<file path="config.mk">
export PLATFORM = sky130hd
export DESIGN_NAME = uart_lsr_polled
export DESIGN_NICKNAME = d
export VERILOG_FILES = /design/src/rtl/uart_lsr_pkg.sv /design/src/rtl/lsr_mode_sel.sv /design/src/rtl/lsr_rx_track.sv /design/src/rtl/lsr_tx_status.sv /design/src/rtl/uart_lsr_polled.sv
export SDC_FILE = /design/constraint.sdc
export NUM_CORES = 1
export LEC_CHECK = 0
export BUFFER_PORTS_ARGS = -buffer_cell sky130_fd_sc_hd__buf_2
export CAP_MARGIN = 25
export CORE_MARGIN = 1
export CORE_UTILIZATION = 31
export DETAILED_ROUTE_END_ITERATION = 10
export PLACE_DENSITY = 0.7
export RECOVER_POWER = 100
export SLEW_MARGIN = 10
export SYNTH_ARGS = -nofsm -noshare
export SYNTH_HDL_FRONTEND = slang
export SYNTH_HIERARCHICAL = 1
export SYNTH_SLANG_ARGS = --single-unit
</file>
<file path="constraint.sdc">
create_clock -name clk -period 7.18 [get_ports clk]
set_clock_uncertainty 0.05 [all_clocks]
set_input_delay 1.795 -clock clk [delete_from_list [all_inputs] [get_ports clk]]
set_output_delay 1.795 -clock clk [all_outputs]
set_load 0.05 [all_outputs]
</file>
<file path="src/rtl/uart_lsr_pkg.sv">
package uart_lsr_pkg;

    typedef struct packed {
        logic brk;
        logic frm;
        logic par;
    } err_tag_t;

    typedef struct packed {
        logic rx_err_any;
        logic tx_idle;
        logic tx_empty;
        logic brk;
        logic frm;
        logic par;
        logic ovr;
        logic dready;
    } lsr_word_t;

    typedef struct packed {
        logic rx_data;
        logic tx_empty;
        logic rx_line;
        logic modem;
    } ier_bits_t;

    function automatic ier_bits_t unpack_ier(input logic [3:0] raw);
        ier_bits_t r;
        r.rx_data  = raw[0];
        r.tx_empty = raw[1];
        r.rx_line  = raw[2];
        r.modem    = raw[3];
        return r;
    endfunction

    function automatic logic tag_any(input err_tag_t t);
        return t.par | t.frm | t.brk;
    endfunction

    function automatic err_tag_t mask_tag(input err_tag_t t, input logic keep);
        err_tag_t r;
        r.par = t.par & keep;
        r.frm = t.frm & keep;
        r.brk = t.brk & keep;
        return r;
    endfunction

endpackage

</file>
<file path="src/rtl/lsr_mode_sel.sv">
module lsr_mode_sel
    import uart_lsr_pkg::*;
(
    input  logic       fifo_en,
    input  logic [3:0] ier,
    input  logic       trig_hit,
    input  logic       timeout_hit,
    input  logic       tx_empty,
    output logic       rx_polled,
    output logic       tx_polled,
    output logic       rx_notify,
    output logic       tx_notify
);
    ier_bits_t en;
    logic      rx_irq_mode;
    logic      tx_irq_mode;

    always_comb begin
        en          = unpack_ier(ier);
        rx_irq_mode = fifo_en & (en.rx_data | en.rx_line);
        tx_irq_mode = fifo_en & en.tx_empty;
        rx_polled   = fifo_en & ~rx_irq_mode;
        tx_polled   = fifo_en & ~tx_irq_mode;
        rx_notify   = fifo_en & en.rx_data & (trig_hit | timeout_hit) & ~rx_polled;
        tx_notify   = tx_irq_mode & tx_empty & ~tx_polled;
    end
endmodule

</file>
<file path="src/rtl/lsr_rx_track.sv">
module lsr_rx_track
    import uart_lsr_pkg::*;
#(
    parameter int DEPTH = 16,
    localparam int ERR_W = $clog2(DEPTH + 1)
) (
    input  logic     clk,
    input  logic     rst,
    input  logic     push,
    input  err_tag_t push_tag,
    input  logic     pop,
    input  err_tag_t head_tag,
    input  logic     flush,
    input  logic     overrun,
    input  logic     status_rd,
    output logic     err_pending,
    output logic     ovr_flag
);
    localparam logic [ERR_W-1:0] ONE  = ERR_W'(1);
    localparam logic [ERR_W-1:0] FULL = ERR_W'(DEPTH);

    logic [ERR_W-1:0] err_cnt;
    logic             inc;
    logic             dec;

    always_comb begin
        inc = push & tag_any(push_tag);
        dec = pop & tag_any(head_tag) & (err_cnt != '0);
    end

    always_ff @(posedge clk) begin
        if (rst || flush) begin
            err_cnt <= '0;
        end else if (inc && !dec) begin
            if (err_cnt != FULL) err_cnt <= err_cnt + ONE;
        end else if (dec && !inc) begin
            err_cnt <= err_cnt - ONE;
        end
    end

    always_ff @(posedge clk) begin
        if (rst)            ovr_flag <= 1'b0;
        else if (overrun)   ovr_flag <= 1'b1;
        else if (status_rd) ovr_flag <= 1'b0;
    end

    assign err_pending = (err_cnt != '0);
endmodule

</file>
<file path="src/rtl/lsr_tx_status.sv">
module lsr_tx_status #(
    parameter int DEPTH = 16,
    localparam int CNT_W = $clog2(DEPTH + 1)
) (
    input  logic [CNT_W-1:0] tx_count,
    input  logic             tsr_empty,
    output logic             tx_empty,
    output logic             tx_idle
);
    always_comb begin
        tx_empty = (tx_count == '0);
        tx_idle  = tx_empty & tsr_empty;
    end
endmodule

</file>
<file path="src/rtl/uart_lsr_polled.sv">
module uart_lsr_polled
    import uart_lsr_pkg::*;
#(
    parameter int DEPTH = 16,
    localparam int CNT_W = $clog2(DEPTH + 1)
) (
    input  logic             clk,
    input  logic             rst,
    input  logic             fifo_en,
    input  logic [3:0]       ier,
    input  logic [CNT_W-1:0] rx_count,
    input  logic             rx_push,
    input  logic [2:0]       rx_push_tag,
    input  logic             rx_pop,
    input  logic [2:0]       rx_head_tag,
    input  logic             rx_flush,
    input  logic             rx_overrun,
    input  logic             rx_trig_hit,
    input  logic             rx_timeout_hit,
    input  logic [CNT_W-1:0] tx_count,
    input  logic             tsr_empty,
    input  logic             lsr_rd,
    output logic [7:0]       lsr,
    output logic             rx_polled,
    output logic             tx_polled,
    output logic             rx_notify,
    output logic             tx_notify
);
    logic      err_pending;
    logic      ovr_flag;
    logic      tx_empty;
    logic      tx_idle;
    logic      rx_has_data;
    err_tag_t  head_vis;
    lsr_word_t word;

    lsr_rx_track #(.DEPTH(DEPTH)) u_rx (
        .clk         (clk),
        .rst         (rst),
        .push        (rx_push),
        .push_tag    (err_tag_t'(rx_push_tag)),
        .pop         (rx_pop),
        .head_tag    (err_tag_t'(rx_head_tag)),
        .flush       (rx_flush),
        .overrun     (rx_overrun),
        .status_rd   (lsr_rd),
        .err_pending (err_pending),
        .ovr_flag    (ovr_flag)
    );

    lsr_tx_status #(.DEPTH(DEPTH)) u_tx (
        .tx_count  (tx_count),
        .tsr_empty (tsr_empty),
        .tx_empty  (tx_empty),
        .tx_idle   (tx_idle)
    );

    lsr_mode_sel u_mode (
        .fifo_en     (fifo_en),
        .ier         (ier),
        .trig_hit    (rx_trig_hit),
        .timeout_hit (rx_timeout_hit),
        .tx_empty    (tx_empty),
        .rx_polled   (rx_polled),
        .tx_polled   (tx_polled),
        .rx_notify   (rx_notify),
        .tx_notify   (tx_notify)
    );

    always_comb begin
        rx_has_data     = (rx_count != '0);
        head_vis        = mask_tag(err_tag_t'(rx_head_tag), rx_has_data);
        word.dready     = rx_has_data;
        word.ovr        = ovr_flag;
        word.par        = head_vis.par;
        word.frm        = head_vis.frm;
        word.brk        = head_vis.brk;
        word.tx_empty   = tx_empty;
        word.tx_idle    = tx_idle;
        word.rx_err_any = fifo_en & err_pending;
        lsr             = word;
    end
endmodule

</file>
== Yosys cells after proc, flatten, opt, wreduce, memory -nomap -nowiden ==
Cells that the tools add are included.

* Add/subtract/negate cells: 2
* Equality and inequality tests: 2
* Muxes and demuxes: 5
* Bitwise logic cells: 27
* Reductions and logical operators: 11

{| class="wikitable"
|+ Operator list
! kind !! number
|-
| bitwise AND 1 bit || 17
|-
| two-way mux 5 bit || 3
|-
| nonzero test 5 bit || 2
|-
| bitwise OR 1 bit || 6
|-
| adder 5 x 1 -> 5 bit, second input constant || 1
|-
| zero test 5 bit || 1
|-
| != test 5 bit, second input constant || 1
|-
| subtractor 5 x 1 -> 5 bit, second input constant || 1
|-
| inverter 1 bit || 4
|-
| nonzero test 2 bit || 2
|-
| logical AND 1 bit || 2
|-
| zero test 1 bit || 2
|-
| two-way mux 1 bit || 2
|-
| != test 2 bit, second input constant || 1
|-
| AND reduction 2 bit || 1
|-
| logical OR 1 bit || 1
|}

* Register bits: 6
* Output and inout bits: 12
* Word-level logic and storage cells: 49

== Depth between registers and ports, before layout ==
Gate-level depths: netlist of the first run.

* Depth after elaboration: 8
* Mapped depth: 8

== Modules after synthesis ==
The synthesis of the first run kept the hierarchy.

{| class="wikitable"
|+ Modules (own cells, without submodules)
! module !! times used !! cells an instance !! area each (µm²)
|-
| lsr_rx_track || 1 || 60 || 508.0
|-
| uart_lsr_polled || 1 || 11 || 78.8
|-
| lsr_mode_sel || 1 || 4 || 38.8
|-
| lsr_tx_status || 1 || 3 || 27.5
|}

== Least setup slack after synthesis of the first run ==
No wires, ideal clock.

* Kind: input port to output port
* Start point: input rx_count[0]
* End point: output lsr[2]
* Arrival time: 2.977 ns
* Required time: 5.335 ns
* Path slack: 2.358 ns
* Stages: 2
* Cell sequence: nor4_2 > a21boi_0

* Cells in the longest elaborated chain, start to end: 2

{| class="wikitable"
|+ Ends and longest elaborated chain
! element !! RTL line !! source
|-
| start, declared || uart_lsr_polled.sv:11 || <nowiki>input logic [CNT_W-1:0] rx_count,</nowiki>
|-
| nonzero test 5 bit || uart_lsr_polled.sv:71 || <nowiki>rx_has_data = (rx_count != '0);</nowiki>
|-
| bitwise AND 1 bit || uart_lsr_pkg.sv:42 || <nowiki>r.par = t.par & keep;</nowiki>
|-
| end, declared || uart_lsr_polled.sv:23 || <nowiki>output logic [7:0] lsr,</nowiki>
|}

No other way between the ends.

== Final worst setup path of the first run ==
* Start point: input tx_count[1]
* End point: output tx_notify

* Cells in the longest elaborated chain, start to end: 3

{| class="wikitable"
|+ Ends and longest elaborated chain
! element !! RTL line !! source
|-
| start, declared || uart_lsr_polled.sv:20 || <nowiki>input logic [CNT_W-1:0] tx_count,</nowiki>
|-
| zero test 5 bit || lsr_tx_status.sv:11 || <nowiki>tx_empty = (tx_count == '0);</nowiki>
|-
| bitwise AND 1 bit (2 in series) || lsr_mode_sel.sv:25 || <nowiki>tx_notify = tx_irq_mode & tx_empty & ~tx_polled;</nowiki>
|-
| end, declared || uart_lsr_polled.sv:27 || <nowiki>output logic tx_notify</nowiki>
|}

No other way between the ends.

==> results by group, run 1 <==
Run status
  • Status: completed

Timing
  • Minimum clock period: 5.06 ns
  • FMAX: 198 MHz
  • Final period util: 70.4%
  • Post-route setup slack: 2.12 ns
  • Setup Viol. Count Final: 0
  • Slew of the pin with the lowest slew margin: 0.640 ns
  • Setup TNS: 0 ns
  • Slew margin rel.: 57.2%
  • Fin. max-slew vios: 0
  • RSZ-0062 raised after global routing: no
  • Final number of hold-violating endpoints: 0

Synthesis
  • Synth async-reset ratio: 0%
  • Synth Area in Simple Gates: 31.6%
  • Synth Area in XOR/XNOR: 1.34%
  • Syn Area/Cell: 8.37 um2
  • Synthesis Warnings: 6
  • Synth Area in Compound Gates: 27.4%
  • Distinct cells, synth: 35
  • Register area share after synthesis: 18.4%
  • Post-Syn Area: 653 um2
  • Cells after synthesis: 78
  • Top_reg_cell synth: dfxtp_1
  • Main combinational cell family by area after synthesis: simple AND/OR/NAND/NOR gates
  • Yosys reg bits: 6
  • Mux share of post-synthesis cell area: 6.13%
  • Post-synth EDFFs: 0
  • Synth Net Count: 113
  • Adder-cell area share of the yosys netlist: 8.81%

Global route
  • Largest net degree at the start of global routing: 12
  • Total gr overflow: 0
  • Gr usage total: 13.4%
  • Initial antenna violation count: 0
  • Vias in the first global route: 553
  • First-pass GRT wire length: 2.13 mm

Layout
  • Area grow syn2layout: 27.4%
  • Final nets: 154
  • Fill count: 211
  • Ant diodes: 0
  • Share of layout cells above drive strength 1: 33.3%
  • Commonest non-fill, non-tap cell in the layout: buf_2
  • Most frequent cells in the layout: buf_2 (30), nand2_1 (12), clkbuf_1 (11)

Critical path
  • Crit path DAT: 3.21 ns
  • CP startpoint kind: primary input
  • Crit end category: output pin
  • Crit Path Class: primary input to output pin
  • Setup slack, reg-to-reg: 4.36 ns
  • Crit-path max FO: 2
  • Critical Path RT: 5.34 ns

CTS
  • CTS max path bufs: 2
  • Clock H-tree levels: 1
  • CTS tree: done
  • Post-CTS Setup Bufs: 0
  • CTS Sinks: 6
  • Hold-fix buffers, CTS: 0
  • TritonCTS Buffers: 3
  • Clock latency on the worst-skew pair: 0.25 ns
  • Root Driver: clkbuf_4
  • Post_cts resized: 0
  • Clock slew at reported path FFs: 0.04 ns

Drt
  • Pre-antenna DRT Iters: 4
  • Drt wl/cell: 11.2 um
  • Antenna-violating nets left: 0
  • Vias after detailed routing: 734
  • Vias/cell: 5.10
  • WL final: 1.62 mm
  • Initial drt markers: 4
  • Drt drc: 0

Floorplanning
  • Die width: 47.9 um
  • Die Y: 47.9 um
  • IO Pins: 43
  • Num rows: 16
  • Die Area: 2290 um2
  • Total core area: 1960 um2
  • Starting density of the core: 33.3%

Placed design
  • Final GP Congestion: 0.876
  • # port buffers: 41
  • Worst slack at placement: 2.35 ns
  • Post-DP HPWL: 1.30 mm

Power
  • Switch Pwr: 53.4 uW
  • Pwr dens: 161 nW/um2
  • Clk pwr share: 23.2%
  • Max IR drop VDD: 0.108 mV
  • Internal Power: 80.4 uW
  • P_leak: 0.000392 uW
  • Sw frac: 39.9%
  • Sequential share of power: 30.0%
  • Comb power frac: 46.8%

Flow run
  • MaxCap Viol Count: 0

Min path
  • Hold crit path type: flop to flop
[final timing paths]
path	startpoint	to	cells past startpoint
worst max-delay path	tx_count[1]	tx_notify	5
worst max register to register	u_rx/err_cnt[2]	u_rx/err_cnt[4]	8
worst min register to register	u_rx/ovr_flag	u_rx/ovr_flag	2
worst min-delay path	u_rx/ovr_flag	u_rx/ovr_flag	2
[Yosys cell counts (2+ instances only)]
| cell | number | area, um2 |
|---|---|---|
| ha_1 | 3 | 37.5 |
| or4_4 | 2 | 22.5 |
| inv_1 | 2 | 7.51 |
| and2_1 | 2 | 12.5 |
| nand3_1 | 3 | 15.0 |
| nor2_1 | 5 | 18.8 |
| nor3b_2 | 2 | 25.0 |
| mux2i_1 | 4 | 40.0 |
| o31a_1 | 2 | 17.5 |
| a21oi_1 | 6 | 30.0 |
| and3_1 | 2 | 12.5 |
| dfxtp_1 | 6 | 120 |
| nand2_1 | 12 | 45.0 |
| buf_4 | 4 | 30.0 |
| a21boi_0 | 3 | 22.5 |
[cell type report]
type / count / area, um2 / share of cell area (%)
Clock buffer: 3 / 22.5 / 2.71
Timing Repair Buffer: 41 / 191 / 23.0
Multi-Input combinational cell: 65 / 457 / 54.9
Inverter: 2 / 7.51 / 0.902
Tap cell: 27 / 33.8 / 4.06
Sequential cell: 6 / 120 / 14.4
[layer usage]
| metal | GRT usage (%) | wire, um | vias up |
|---|---|---|---|
| met5 | 0 | 0 | - |
| met4 | 5.00 | 0 | 0 |
| met3 | 2.26 | 166 | 0 |
| met2 | 24.6 | 731 | 42 |
| met1 | 15.2 | 720 | 324 |
| li1 | - | - | 368 |
[power groups by stage]
stage | combinational (uW) | clock (uW) | sequential (uW)
after global placement | 66.7 | 0 | 40.8
after global routing | 69.6 | 35.2 | 40.6
after detailed placement | 68.6 | 0 | 40.9
final | 62.6 | 31.1 | 40.1
after floorplan | 51.2 | 0 | 40.0
after CTS | 69.1 | 33.1 | 40.3
[registers in the layout, summed over array words and instances (netlist names)]
name / flops
u_rx/err_cnt: 5
u_rx/ovr_flag: 1
[worst max-delay path, cell delays in order]
cell and delay (ns):
buf_2 0.09, or4_4 0.53, nor2_1 0.14, and3_2 0.18, clkbuf_1 0.46
[metrics by stage]
step           instance area (um2)  utilization (%)  hold WS, ns  std cells  power (uW)
6_report                       832             42.4        0.450        144         134
3_3_place_gp                   858             43.8        0.415        141         108
3_5_place_dp                   858             43.8        0.431        141         109
4_1_cts                        881             44.9        0.451        144         142
5_1_grt                        832             42.4        0.476        144         145
2_1_floorplan                  653                -        0.402         78        91.2
[cells by family after synthesis]
logic type      after synthesis
simple gates                 35
compound gates               21
buf+inv                       7
flops                         6
mux                           4
fa+ha+maj                     4
xor+xnor                      1
No activity file was read; power rests on OpenSTA's default activity.
==> run 2: changes to the inputs <==
==> constraint.sdc (replaced) <==
create_clock -name clk -period 4.9 [get_ports clk]
set_clock_uncertainty 0.05 [all_clocks]
set_input_delay 1.225 -clock clk [delete_from_list [all_inputs] [get_ports clk]]
set_output_delay 1.225 -clock clk [all_outputs]
set_load 0.05 [all_outputs]
==> results by group, run 2 (synthesis gave the netlist of run 1 again) <==
Global route
  • Gr usage total: 12.0% (-1.4 points)
  • Largest net degree at the start of global routing: 12 (unchanged)
  • First-pass GRT wire length: 1.93 mm (-9.4%)
  • Initial antenna violation count: 0 (unchanged)
  • Vias in the first global route: 508 (-8.1%)
  • Total gr overflow: 0 (unchanged)

Drt
  • Drt wl/cell: 10.8 um (-3.8%)
  • Drt drc: 0 (unchanged)
  • Antenna-violating nets left: 0 (unchanged)
  • Vias after detailed routing: 711 (-3.1%)
  • Initial drt markers: 9 (+5)
  • WL final: 1.56 mm (-3.8%)
  • Pre-antenna DRT Iters: 4 (unchanged)
  • Vias/cell: 4.94 (-3.1%)

Timing
  • Final period util: 79.7%
  • Setup TNS: 0 ns (unchanged)
  • Slew margin rel.: 55.6% (-1.5 points)
  • Minimum clock period: 3.91 ns
  • RSZ-0062 raised after global routing: no
  • Setup Viol. Count Final: 0 (unchanged)
  • Post-route setup slack: 0.994 ns (-1.13 ns)
  • Fin. max-slew vios: 0 (unchanged)
  • FMAX: 256 MHz
  • Slew of the pin with the lowest slew margin: 0.663 ns (+0.0225 ns)
  • Final number of hold-violating endpoints: 0 (unchanged)

Run status
  • Status: completed

Critical path
  • RR Startpoint: u_rx/err_cnt[2]
  • Crit end category: output pin
  • Critical Path RT: 3.62 ns (-1.72 ns)
  • Crit Path Class: primary input to output pin
  • Crit path DAT: 2.63 ns (-0.58 ns)
  • Crit path launch: tx_count[1]
  • CP startpoint kind: primary input
  • Crit-path max FO: 2 (unchanged)

Power
  • Max IR drop VDD: 0.156 mV (+44%)
  • Pwr dens: 237 nW/um2 (+47%)
  • P_leak: 0.000391 uW (-0.30%)

Layout
  • Area grow syn2layout: 27.2%
  • Ant diodes: 0 (unchanged)
  • FF/Latch Area: 120 um2 (unchanged)
  • Commonest non-fill, non-tap cell in the layout: buf_2
  • Final nets: 154 (unchanged)
  • Area of the multi-input gates: 457 um2 (unchanged)
  • Biggest regs: u_rx/err_cnt: 5 flops, u_rx/ovr_flag: 1 flops
  • Most frequent cells in the layout: buf_2 (29), nand2_1 (12), clkbuf_1 (12)
  • Max reg flops: 5 (unchanged)
  • Share of layout cells above drive strength 1: 32.5% (-0.85 points)
  • Fill count: 223 (+5.7%)
  • Biggest register: u_rx/err_cnt

Flow run
  • MaxCap Viol Count: 0 (unchanged)

CTS
  • Hold-fix buffers, CTS: 0 (unchanged)
  • Post-CTS Setup Bufs: 0 (unchanged)
  • CTS Sinks: 6 (unchanged)
  • Clock H-tree levels: 1 (unchanged)
  • Post_cts resized: 0 (unchanged)
  • Root Driver: clkbuf_4
  • CTS max path bufs: 2 (unchanged)
  • Clock slew at reported path FFs: 0.05 ns (about the same)
  • Clock latency on the worst-skew pair: 0.24 ns (about the same)
  • CTS tree: done
  • TritonCTS Buffers: 3 (unchanged)

Placed design
  • Final GP Congestion: 0.869 (-0.82%)
  • # port buffers: 41 (unchanged)
  • Post-DP HPWL: 1.30 mm (+0.23%)
  • Worst slack at placement: 1.21 ns (-1.13 ns)

Floorplanning
  • IO Pins: 43 (unchanged)
  • Die Y: 47.9 um (unchanged)
  • Num rows: 16 (unchanged)
  • Die width: 47.9 um (unchanged)
  • Die Area: 2290 um2 (unchanged)
  • Total core area: 1960 um2 (unchanged)
  • Starting density of the core: 33.3% (unchanged)

Min path
  • Hold crit path type: flop to flop
  • HP Start: u_rx/ovr_flag
-- run 2: changes by cell type in the layout (fill, tap and decap cells not counted) --
cell | previous run | this run
clkbuf_1 | 11 | 12
buf_2 | 30 | 29
o311ai_0 | 1 | 0
o311ai_1 | 0 | 1
-- run 2: worst paths after layout --
path	endpoint	slack [ns]	cells past startpoint
min reg2reg	u_rx/ovr_flag	0.44	2
max	tx_notify	0.99	5
min	u_rx/ovr_flag	0.44	2
max reg2reg	u_rx/err_cnt[4]	2.20	8
-- run 2: report_power, final --
part	internal, uW	switching (uW)	total [uW]
clock network	27.8	18.5	46.3
logic	36.8	55.0	91.7
registers	53.3	5.66	58.9
-- run 2: cell type report --
cell class              instances  area share [%]
multi-input cells              65            55.0
repair buffers                 41            22.9
flip-flops and latches          6            14.5
well taps                      27            4.07
clock buffers                   3            2.71
inverters                       2           0.904
-- run 2: per-stage QoR --
step           power (uW)  cell area, um2  hold WS, ns  instances  utilization (%)
2_1_floorplan         134             653        0.402         78                -
6_report              197             831        0.438        144             42.3
3_3_place_gp          158             858        0.415        141             43.8
3_5_place_dp          161             858        0.431        141             43.8
5_1_grt               212             831        0.482        144             42.3
4_1_cts               209             881        0.443        144             44.9
-- run 2: layer usage --
metal  routed length (um)  global-route usage (%)  share of wire [%]  vias up
li1                     -                       -                  -      366
met1                  714                    14.1                 46      309
met2                  681                    21.4                 44       36
met3                  161                    1.13                 10        0
met4                    0                    6.11                  0        0
met5                    0                       0                  0        -
-- run 2: worst max-delay path, cell delays in order --
cell and delay (ns):
buf_2 0.09, or4_4 0.53, nor2_1 0.14, and3_2 0.18, clkbuf_1 0.46
==> run 3: changes to the inputs <==
--- a/config.mk
+++ b/config.mk
@@ -5,12 +5,13 @@
 export SDC_FILE = /design/constraint.sdc
 export NUM_CORES = 1
 export LEC_CHECK = 0
+export ABC_AREA = 1
 export BUFFER_PORTS_ARGS = -buffer_cell sky130_fd_sc_hd__buf_2
 export CAP_MARGIN = 25
 export CORE_MARGIN = 1
 export CORE_UTILIZATION = 31
 export DETAILED_ROUTE_END_ITERATION = 10
-export PLACE_DENSITY = 0.7
+export PLACE_DENSITY = 0.72
 export RECOVER_POWER = 100
 export SLEW_MARGIN = 10
 export SYNTH_ARGS = -nofsm -noshare
==> constraint.sdc (replaced) <==
create_clock -name clk -period 3.8 [get_ports clk]
set_clock_uncertainty 0.05 [all_clocks]
set_input_delay 0.95 -clock clk [delete_from_list [all_inputs] [get_ports clk]]
set_output_delay 0.95 -clock clk [all_outputs]
set_load 0.05 [all_outputs]
==> results by group, run 3 <==
Run status
  • Status: completed

Critical path
  • RR Endpoint: u_rx/err_cnt[4]
  • Crit end category: output pin
  • Critical Path RT: 2.80 ns (-0.82 ns)
  • R2R depth: 12 (+4)
  • Setup slack, reg-to-reg: 1.70 ns (-0.50 ns)
  • Crit Path Class: primary input to output pin
  • CP startpoint kind: primary input
  • Crit path DAT: 1.92 ns (-0.71 ns)
  • Crit-path max FO: 2 (unchanged)
  • RR Startpoint: u_rx/err_cnt[0]

Synthesis
  • Top-count cell post-synth: inv_1
  • Synth Area in Simple Gates: 37.6% (+5.9 points)
  • Main combinational cell family by area after synthesis: simple AND/OR/NAND/NOR gates
  • Cells after synthesis: 94 (+21%)
  • Synth Net Count: 129 (+14%)
  • Adder-cell area share of the yosys netlist: 9.87% (+1.1 points)
  • Syn Area/Cell: 6.20 um2 (-26%)
  • Synthesis Warnings: 6 (unchanged)
  • Synth Area in XOR/XNOR: 3.00% (+1.7 points)
  • Register area share after synthesis: 20.6% (+2.2 points)
  • Post-synth top area share: 20.6% (+2.2 points)
  • Synth Area in Compound Gates: 10.3% (-17 points)
  • Synth cell count leaders: inv_1 (21), nor2_1 (16), nand2_1 (14)
  • Post-Syn Area: 583 um2 (-11%)
  • Synth async-reset ratio: 0% (unchanged)
  • Post-synth EDFFs: 0 (unchanged)
  • Top_reg_cell synth: dfxtp_1
  • Mux share of post-synthesis cell area: 0% (-6.1 points)
  • Distinct cells, synth: 18 (-49%)
  • Yosys reg bits: 6 (unchanged)
  • Top cells by area, synth: dfxtp_1 (21%), inv_1 (14%), nor2_1 (10%), nand2_1 (9.0%), a21oi_1 (6.9%)
  • Area leader, netlist: dfxtp_1

Drt
  • WL final: 1.35 mm (-13%)
  • Drt wl/cell: 8.49 um (-21%)
  • Initial drt markers: 4 (-5)
  • Vias/cell: 4.26 (-14%)
  • Antenna-violating nets left: 0 (unchanged)
  • Drt drc: 0 (unchanged)
  • Pre-antenna DRT Iters: 4 (unchanged)
  • Vias after detailed routing: 678 (-4.6%)

Global route
  • First-pass GRT wire length: 1.97 mm (+2.1%)
  • Vias in the first global route: 540 (+6.3%)
  • Gr usage total: 12.7% (+0.78 points)
  • Total gr overflow: 0 (unchanged)
  • Largest net degree at the start of global routing: 10 (-2)
  • Initial antenna violation count: 0 (unchanged)

Timing
  • Minimum clock period: 2.92 ns
  • Setup Viol. Count Final: 0 (unchanged)
  • FMAX: 343 MHz
  • Slew margin rel.: 60.2% (+4.6 points)
  • Setup TNS: 0 ns (unchanged)
  • Fin. max-slew vios: 0 (unchanged)
  • Final number of hold-violating endpoints: 0 (unchanged)
  • Slew of the pin with the lowest slew margin: 0.599 ns (-0.0637 ns)
  • Final period util: 76.8%
  • RSZ-0062 raised after global routing: no

Placed design
  • Final GP Congestion: 0.749 (-14%)
  • # port buffers: 41 (unchanged)
  • Post-DP HPWL: 1.16 mm (-11%)

Layout
  • Commonest non-fill, non-tap cell in the layout: buf_2
  • Max reg flops: 5 (unchanged)
  • Biggest register: u_rx/err_cnt
  • Final nets: 171 (+11%)
  • Ant diodes: 0 (unchanged)
  • Share of layout cells above drive strength 1: 28.4% (-4.1 points)
  • Area grow syn2layout: 35.8%
  • Most frequent cells in the layout: buf_2 (29), inv_1 (21), nor2_1 (16)
  • Biggest regs: u_rx/err_cnt: 5 flops, u_rx/ovr_flag: 1 flops

Power
  • P_leak: 0.000461 uW (+18%)
  • Pwr dens: 311 nW/um2 (+31%)
  • Total power: 246 uW (+25%)
  • Max IR drop VDD: 0.146 mV (-6.4%)

CTS
  • Post-CTS Setup Bufs: 0 (unchanged)
  • CTS max path bufs: 2 (unchanged)
  • Hold-fix buffers, CTS: 0 (unchanged)
  • CTS tree: done
  • Clock slew at reported path FFs: 0.04 ns (about the same)
  • Post_cts resized: 0 (unchanged)
  • CTS Sinks: 6 (unchanged)
  • Clock H-tree levels: 1 (unchanged)
  • Clock latency on the worst-skew pair: 0.24 ns (about the same)
  • TritonCTS Buffers: 3 (unchanged)
  • Root Driver: clkbuf_4

Flow run
  • MaxCap Viol Count: 0 (unchanged)

Min path
  • Hold path cells: 2 (unchanged)
  • Hold crit path type: flop to flop
  • Hold path endpoint: u_rx/err_cnt[4]
  • HP Start: u_rx/err_cnt[4]

Floorplanning
  • IO Pins: 43 (unchanged)
  • Total core area: 1750 um2 (-11%)
  • Die Area: 2060 um2 (-10%)
  • Starting density of the core: 33.4% (+0.11 points)
  • Die width: 45.4 um (-5.3%)
  • Die Y: 45.4 um (-5.3%)
  • Num rows: 15 (-1)
-- run 3: cell types whose count changed in the layout (fill, tap and decap cells not counted), sizes merged, moves of 3 or more --
cell / change
inv: +19
nor2: +13
nand3: +7
mux2i: -4
nand2: +4
a21boi: -3
and3: -3
-- run 3: cells by family (layout without fill, tap and decap cells) --
| family | after synthesis | in the layout |
|---|---|---|
| compound gates | 12 | 12 |
| xor+xnor | 2 | 2 |
| fa+ha+maj | 4 | 4 |
| buf+inv | 25 | 65 |
| flops | 6 | 6 |
| simple gates | 45 | 45 |
-- run 3: how the worst max path moves through the flow --
stage                     cells past startpoint               to           start
after floorplan                               5        tx_notify     tx_count[4]
after global placement                        7        tx_notify     tx_count[4]
after detailed placement                     13  u_rx/err_cnt[4]  rx_head_tag[0]
after CTS                                     7        tx_notify     tx_count[4]
after global routing                          7        tx_notify     tx_count[1]
final                                         7        tx_notify     tx_count[4]
-- run 3: power breakdown --
group / switching [uW] / total [uW] / internal, uW
Sequential: 6.86 / 75.7 / 68.8
Clock: 21.3 / 56.9 / 35.6
Combinational: 73.4 / 114 / 40.3
Total: 102 / 246 / 145
-- run 3: area by class of cell --
class / instances / area, um2
repair buffers: 41 / 190
clock buffers: 3 / 22.5
fillers: 192 / 953
inverters: 21 / 78.8
flip-flops and latches: 6 / 120
well taps: 25 / 31.3
multi-input cells: 63 / 349
-- run 3: layer usage --
metal	wire length, um	global-route usage (%)	part of all wire, %	vias up
li1	-	-	-	366
met1	537	12.2	40	295
met2	759	27.5	56	17
met3	53	1.19	3.9	0
met4	0	3.64	0	0
met5	0	0	0	-
-- run 3: metrics by stage --
| stage | cell area [um2] | util [%] | cells | worst slack [ns] | hold WS [ns] |
|---|---|---|---|---|---|
| finish | 792 | 45.4 | 159 | 0.883 | 0.426 |
| global route | 792 | 45.4 | 159 | 0.788 | 0.457 |
| CTS | 812 | 46.5 | 159 | 1.10 | 0.426 |
| detailed placement | 790 | 45.2 | 156 | 1.09 | 0.420 |
| global placement | 790 | 45.2 | 156 | 1.13 | 0.416 |
| floorplan | 583 | - | 94 | 0.919 | 0.397 |
-- run 3: critical path: stages --
cell	delay [ns]
buf_2	0.09
nor2_1	0.10
nand3_1	0.10
inv_1	0.08
inv_1	0.04
nor2_1	0.09
clkbuf_1	0.47
